[src/rtl/cell_pkg.sv]
package cell_pkg;
  typedef enum logic [1:0] {
    MODE_D     = 2'd0,
    MODE_T     = 2'd1,
    MODE_JK    = 2'd2,
    MODE_LATCH = 2'd3
  } cell_mode_e;
endpackage

[src/rtl/cell_clk_src.sv]
module cell_clk_src #(
  parameter int NUM_GCLK = 2,
  localparam int CSW = $clog2(NUM_GCLK + 1)
) (
  input  logic                clk_i,
  input  logic                rst_ni,
  input  logic [NUM_GCLK-1:0] gclk_i,
  input  logic                arr_clk_i,
  input  logic [CSW-1:0]      sel_i,
  input  logic                inv_i,
  output logic                lvl_o,
  output logic                rise_o
);
  logic src;
  logic lvl_q;

  always_comb begin
    src = arr_clk_i;
    for (int i = 0; i < NUM_GCLK; i++) begin
      if (sel_i == CSW'(i)) src = gclk_i[i];
    end
  end

  assign lvl_o = src ^ inv_i;

  // reset to 1: a source already high at release is not an edge
  always_ff @(posedge clk_i or negedge rst_ni) begin
    if (!rst_ni) lvl_q <= 1'b1;
    else         lvl_q <= lvl_o;
  end

  assign rise_o = lvl_o & ~lvl_q;
endmodule

[src/rtl/cell_next.sv]
module cell_next
  import cell_pkg::*;
(
  input  cell_mode_e mode_i,
  input  logic       q_i,
  input  logic       d_i,
  input  logic       k_i,
  input  logic       lvl_i,
  input  logic       rise_i,
  input  logic       rst_act_i,
  input  logic       pre_act_i,
  output logic       q_nxt_o
);
  logic clocked;

  always_comb begin
    clocked = q_i;
    unique case (mode_i)
      MODE_D:     if (rise_i) clocked = d_i;
      MODE_T:     if (rise_i && d_i) clocked = ~q_i;
      MODE_JK: begin
        if (rise_i) begin
          unique case ({d_i, k_i})
            2'b00: clocked = q_i;
            2'b01: clocked = 1'b0;
            2'b10: clocked = 1'b1;
            2'b11: clocked = ~q_i;
          endcase
        end
      end
      MODE_LATCH: if (lvl_i) clocked = d_i;
    endcase
  end

  // reset over preset over clocked data
  assign q_nxt_o = rst_act_i ? 1'b0 : (pre_act_i ? 1'b1 : clocked);
endmodule

[src/rtl/cell_out.sv]
module cell_out (
  input  logic q_i,
  input  logic d_i,
  input  logic oe_i,
  input  logic sel_comb_i,
  output logic pin_o,
  output logic pin_z_o,
  output logic fb_o,
  output logic io_d_o
);
  logic pin_src;

  assign pin_src = sel_comb_i ? d_i : q_i;
  assign pin_o   = oe_i & pin_src;
  assign pin_z_o = ~oe_i;
  assign fb_o    = q_i;
  assign io_d_o  = d_i;
endmodule

[src/rtl/logic_cell.sv]
module logic_cell
  import cell_pkg::*;
#(
  parameter int NUM_GCLK = 2,
  localparam int CSW = $clog2(NUM_GCLK + 1)
) (
  input  logic                clk_i,
  input  logic                rst_ni,
  input  logic [NUM_GCLK-1:0] gclk_i,
  input  logic                grst_i,
  input  logic                gpre_i,
  input  logic                d_sum_i,
  input  logic                k_sum_i,
  input  logic                clk_sum_i,
  input  logic                rst_sum_i,
  input  logic                pre_sum_i,
  input  logic                oe_sum_i,
  input  logic [1:0]          mode_i,
  input  logic [CSW-1:0]      clk_sel_i,
  input  logic                clk_inv_i,
  input  logic                rst_local_i,
  input  logic                pre_local_i,
  input  logic                out_sel_i,
  output logic                pin_o,
  output logic                pin_z_o,
  output logic                fb_o,
  output logic                io_d_o
);
  logic lvl, rise, rst_act, pre_act, q_q, q_nxt;

  cell_clk_src #(.NUM_GCLK(NUM_GCLK)) u_clk (
    .clk_i     (clk_i),
    .rst_ni    (rst_ni),
    .gclk_i    (gclk_i),
    .arr_clk_i (clk_sum_i),
    .sel_i     (clk_sel_i),
    .inv_i     (clk_inv_i),
    .lvl_o     (lvl),
    .rise_o    (rise)
  );

  assign rst_act = rst_local_i ? rst_sum_i : grst_i;
  assign pre_act = pre_local_i ? pre_sum_i : gpre_i;

  cell_next u_next (
    .mode_i    (cell_mode_e'(mode_i)),
    .q_i       (q_q),
    .d_i       (d_sum_i),
    .k_i       (k_sum_i),
    .lvl_i     (lvl),
    .rise_i    (rise),
    .rst_act_i (rst_act),
    .pre_act_i (pre_act),
    .q_nxt_o   (q_nxt)
  );

  always_ff @(posedge clk_i or negedge rst_ni) begin
    if (!rst_ni) q_q <= 1'b0;
    else         q_q <= q_nxt;
  end

  cell_out u_out (
    .q_i        (q_q),
    .d_i        (d_sum_i),
    .oe_i       (oe_sum_i),
    .sel_comb_i (out_sel_i),
    .pin_o      (pin_o),
    .pin_z_o    (pin_z_o),
    .fb_o       (fb_o),
    .io_d_o     (io_d_o)
  );
endmodule

[config.mk]
export PLATFORM = sky130hd
export DESIGN_NAME = logic_cell
export DESIGN_NICKNAME = d
export VERILOG_FILES = /design/src/rtl/cell_pkg.sv /design/src/rtl/cell_clk_src.sv /design/src/rtl/cell_next.sv /design/src/rtl/cell_out.sv /design/src/rtl/logic_cell.sv
export SDC_FILE = /design/constraint.sdc
export NUM_CORES = 1
export LEC_CHECK = 0
export CAP_MARGIN = 5
export CORE_AREA = 2 2 39 41
export DETAILED_ROUTE_END_ITERATION = 6
export DIE_AREA = 0 0 41 43
export PLACE_DENSITY_LB_ADDON = 0.1
export SYNTH_ARGS = -nofsm -noshare
export SYNTH_HDL_FRONTEND = slang
export SYNTH_HIERARCHICAL = 1
export SYNTH_SLANG_ARGS = --single-unit
[constraint.sdc]
create_clock -name clk_i -period 1.4 [get_ports clk_i]
set_clock_uncertainty 0.1 [all_clocks]
set_input_delay 0.28 -clock clk_i [delete_from_list [all_inputs] [get_ports clk_i]]
set_output_delay 0.28 -clock clk_i [all_outputs]
set_load 0.02 [all_outputs]
==> reports/results.txt <==
status = finished with violations
violated checks = negative setup slack
Post-CTS Hold Fix Bufs = 0
Hold WS = 108 ps
DR WL/cell = 10.4 um
Syn Area/Cell = 8.94 um^2
NetSw = 0.000101 W
Rel. slew slack = 81.4%
worst path required time = 1430 ps
fmax = 671 MHz
Synth warnings = 6
top cell type's share of synthesized area = 12.4%
largest cells by area after synthesis = mux2_4 (12%), dfstp_2 (11%), dfrtp_1 (10%), and4b_1 (8.3%), mux2i_1 (8.3%)
P per Cell Area = 678 mW/mm^2
Inst Count DP = 69
CTS tree = yes
Die X = 41 um
fin nets = 79
vias per cell = 4.22
ys async rst share = 100%
DRT antenna net count = 0
Starting Density = 17.5%
worst min path class = input pin to asynchronous set/reset pin
FF-to-FF setup slack = -90 ps
IO buf count = 23
synth unique cells = 20
clock network fraction of total power = 38.8%
Static Leak = 0.282 nW
Num CTS Buffers = 3
total gr overflow = 0
GP Congestion = 0.569
mux contribution to synthesized area = 20.7%
count leader, synth = inv_1
initial antenna violation count = 0
Tot Pwr = 0.000371 W
leading area contributor after synthesis = mux2_4
#FFs+latches synth = 2
GRT Overall Usage = 11.2%
max cap viols = 0
wirelength, routed = 770 um
EDFF count, synth = 0
Iter 0 DRT Violations = 1
CP Launch Type = flip-flop
Syn-to-layout area delta = 126%
Synth Area in Compound Gates = 23.3%
Diodes inserted = 0
largest family of logic cells by synthesized area = simple AND/OR/NAND/NOR gates
Setup Crit Path Kind = flip-flop to flip-flop
DRC errors left = 0
Gate power share = 42.1%
Post-Synthesis Cells = 27
dpl hpwl = 666 um
# setup viols final = 2
Mapped Nets = 47
unrepaired setup endpoints after global routing = true
vias in the first global route = 332
first-pass GRT wire length = 1300 um
clock transition at the registers of the reported paths = 40 ps
Sw Ratio = 27.3%
fin cells = 74
min Tclk post-route = 1490 ps
# rows = 14
Post-Synth Simple-Gate Area = 23.8%
Setup WS post-layout = -90.3 ps
worst vdd ir = 323 uV
Synth Cell Area = 241 um^2
core area = 0.00138 mm^2
largest net degree at the start of global routing = 6
internal power = 0.000269 W
Final Max Tran Viols = 0
via count = 312
chip height = 43 um
DRT Pass-1 Iters = 2
CP max FO = 4
share of layout cells above drive strength 1 = 41.4%
Final Hold Viols = 0
die area = 0.00176 mm^2
root buf cell = clkbuf_4
xor/xnor share of the synthesized area = 0%
WP data arrival = 1520 ps
Setup crit end kind = flip-flop
sequential power share = 19.1%
FILL cells = 149
Slew @ Worst Pin = 278 ps
ys flop type = dfstp_2
CTS sink count = 2
register area share after synthesis = 21.2%
adder-cell share of the synthesized area = 0%
CTS max path bufs = 2
H-tree depth = 1
Final Cycle Share = 106%
clk_lat worst skew = 230 ps
I/O pin count = 24
[timing repair]
item	CTS	global route
endpoints found under the hold margin	0	0
setup buffers	1	1
endpoints found under the setup margin	5	3
pin swaps	7	8
gates resized for setup	32	5
[worst paths after layout]
| check | start | end | cells after the start |
|---|---|---|---|
| worst max-delay path | q_q$_DFF_PN0_ | q_q$_DFF_PN0_ | 4 |
| worst min-delay path | rst_ni | q_q$_DFF_PN0_ | 1 |
| worst max register to register | q_q$_DFF_PN0_ | q_q$_DFF_PN0_ | 4 |
| worst min register to register | u_clk/lvl_q$_DFF_PN1_ | q_q$_DFF_PN0_ | 4 |
| max in group asynchronous | rst_ni | u_clk/lvl_q$_DFF_PN1_ | 1 |
| min in group clk_i | clk_sel_i[1] | u_clk/lvl_q$_DFF_PN1_ | 4 |
[through the flow]
step | utilization, % | setup TNS (ps) | setup slack, ps | instance area (um^2)
after floorplan | - | -26.9 | -26.9 | 256
after CTS | 38.4 | -165 | -117 | 532
after global routing | 39.5 | -212 | -147 | 547
after detailed placement | 38.2 | -2340 | -704 | 529
after global placement | 38.2 | -2260 | -673 | 529
final | 39.5 | -118 | -90.3 | 547
[cells in the final DEF (no fill, tap or decap), types with 2 or more instances in the layout]
cell type and n:
clkdlybuf4s50_1 8, dlygate4sd2_1 7, buf_4 6, buf_2 4
clkbuf_4 3, mux2_4 2, clkdlybuf4s15_1 2, mux2i_1 2
inv_1 2, and4b_1 2
[routing by layer]
| metal | vias up | GRT usage, % | share of wire (%) |
|---|---|---|---|
| met5 | - | 0 | 0 |
| met4 | 0 | 8.00 | 0 |
| met3 | 0 | 4.71 | 4.8 |
| met2 | 7 | 17.8 | 57 |
| met1 | 144 | 10.9 | 38 |
| li1 | 161 | - | - |
[cell families (layout without fill, tap and decap cells)]
logic type	Yosys count	in the layout
compound gates	7	7
buf+inv	5	36
simple gates	9	9
flops	2	2
mux	4	4
[power by group through the flow]
stage | sequential [W] | clock [W] | combinational (W)
finish | 0.0000708 | 0.000144 | 0.000156
global route | 0.0000715 | 0.000162 | 0.000169
CTS | 0.0000708 | 0.000153 | 0.000151
detailed placement | 0.0000707 | 0 | 0.000162
global placement | 0.0000709 | 0 | 0.000159
floorplan | 0.0000733 | 0 | 0.0000624
[state kept, by name (all words and copies together), names as in the netlist]
register and cells:
q_q 1, u_clk/lvl_q 1
[critical path: stages (launching register included)]
cell	delay, ps
dfrtp_1	380
buf_6	130
and4b_1	160
o311a_1	350
a311oi_2	270
[area by class of cell]
type                    count  area [um^2]  area share [%]
inverters                   3         11.3            2.06
repair buffers             29          250            45.8
well taps                  16         20.0            3.66
flip-flops and latches      2         51.3            9.38
clock buffers               4         26.3            4.81
multi-input cells          20          188            34.3
Note: power is estimated with default switching activity, not from simulation.
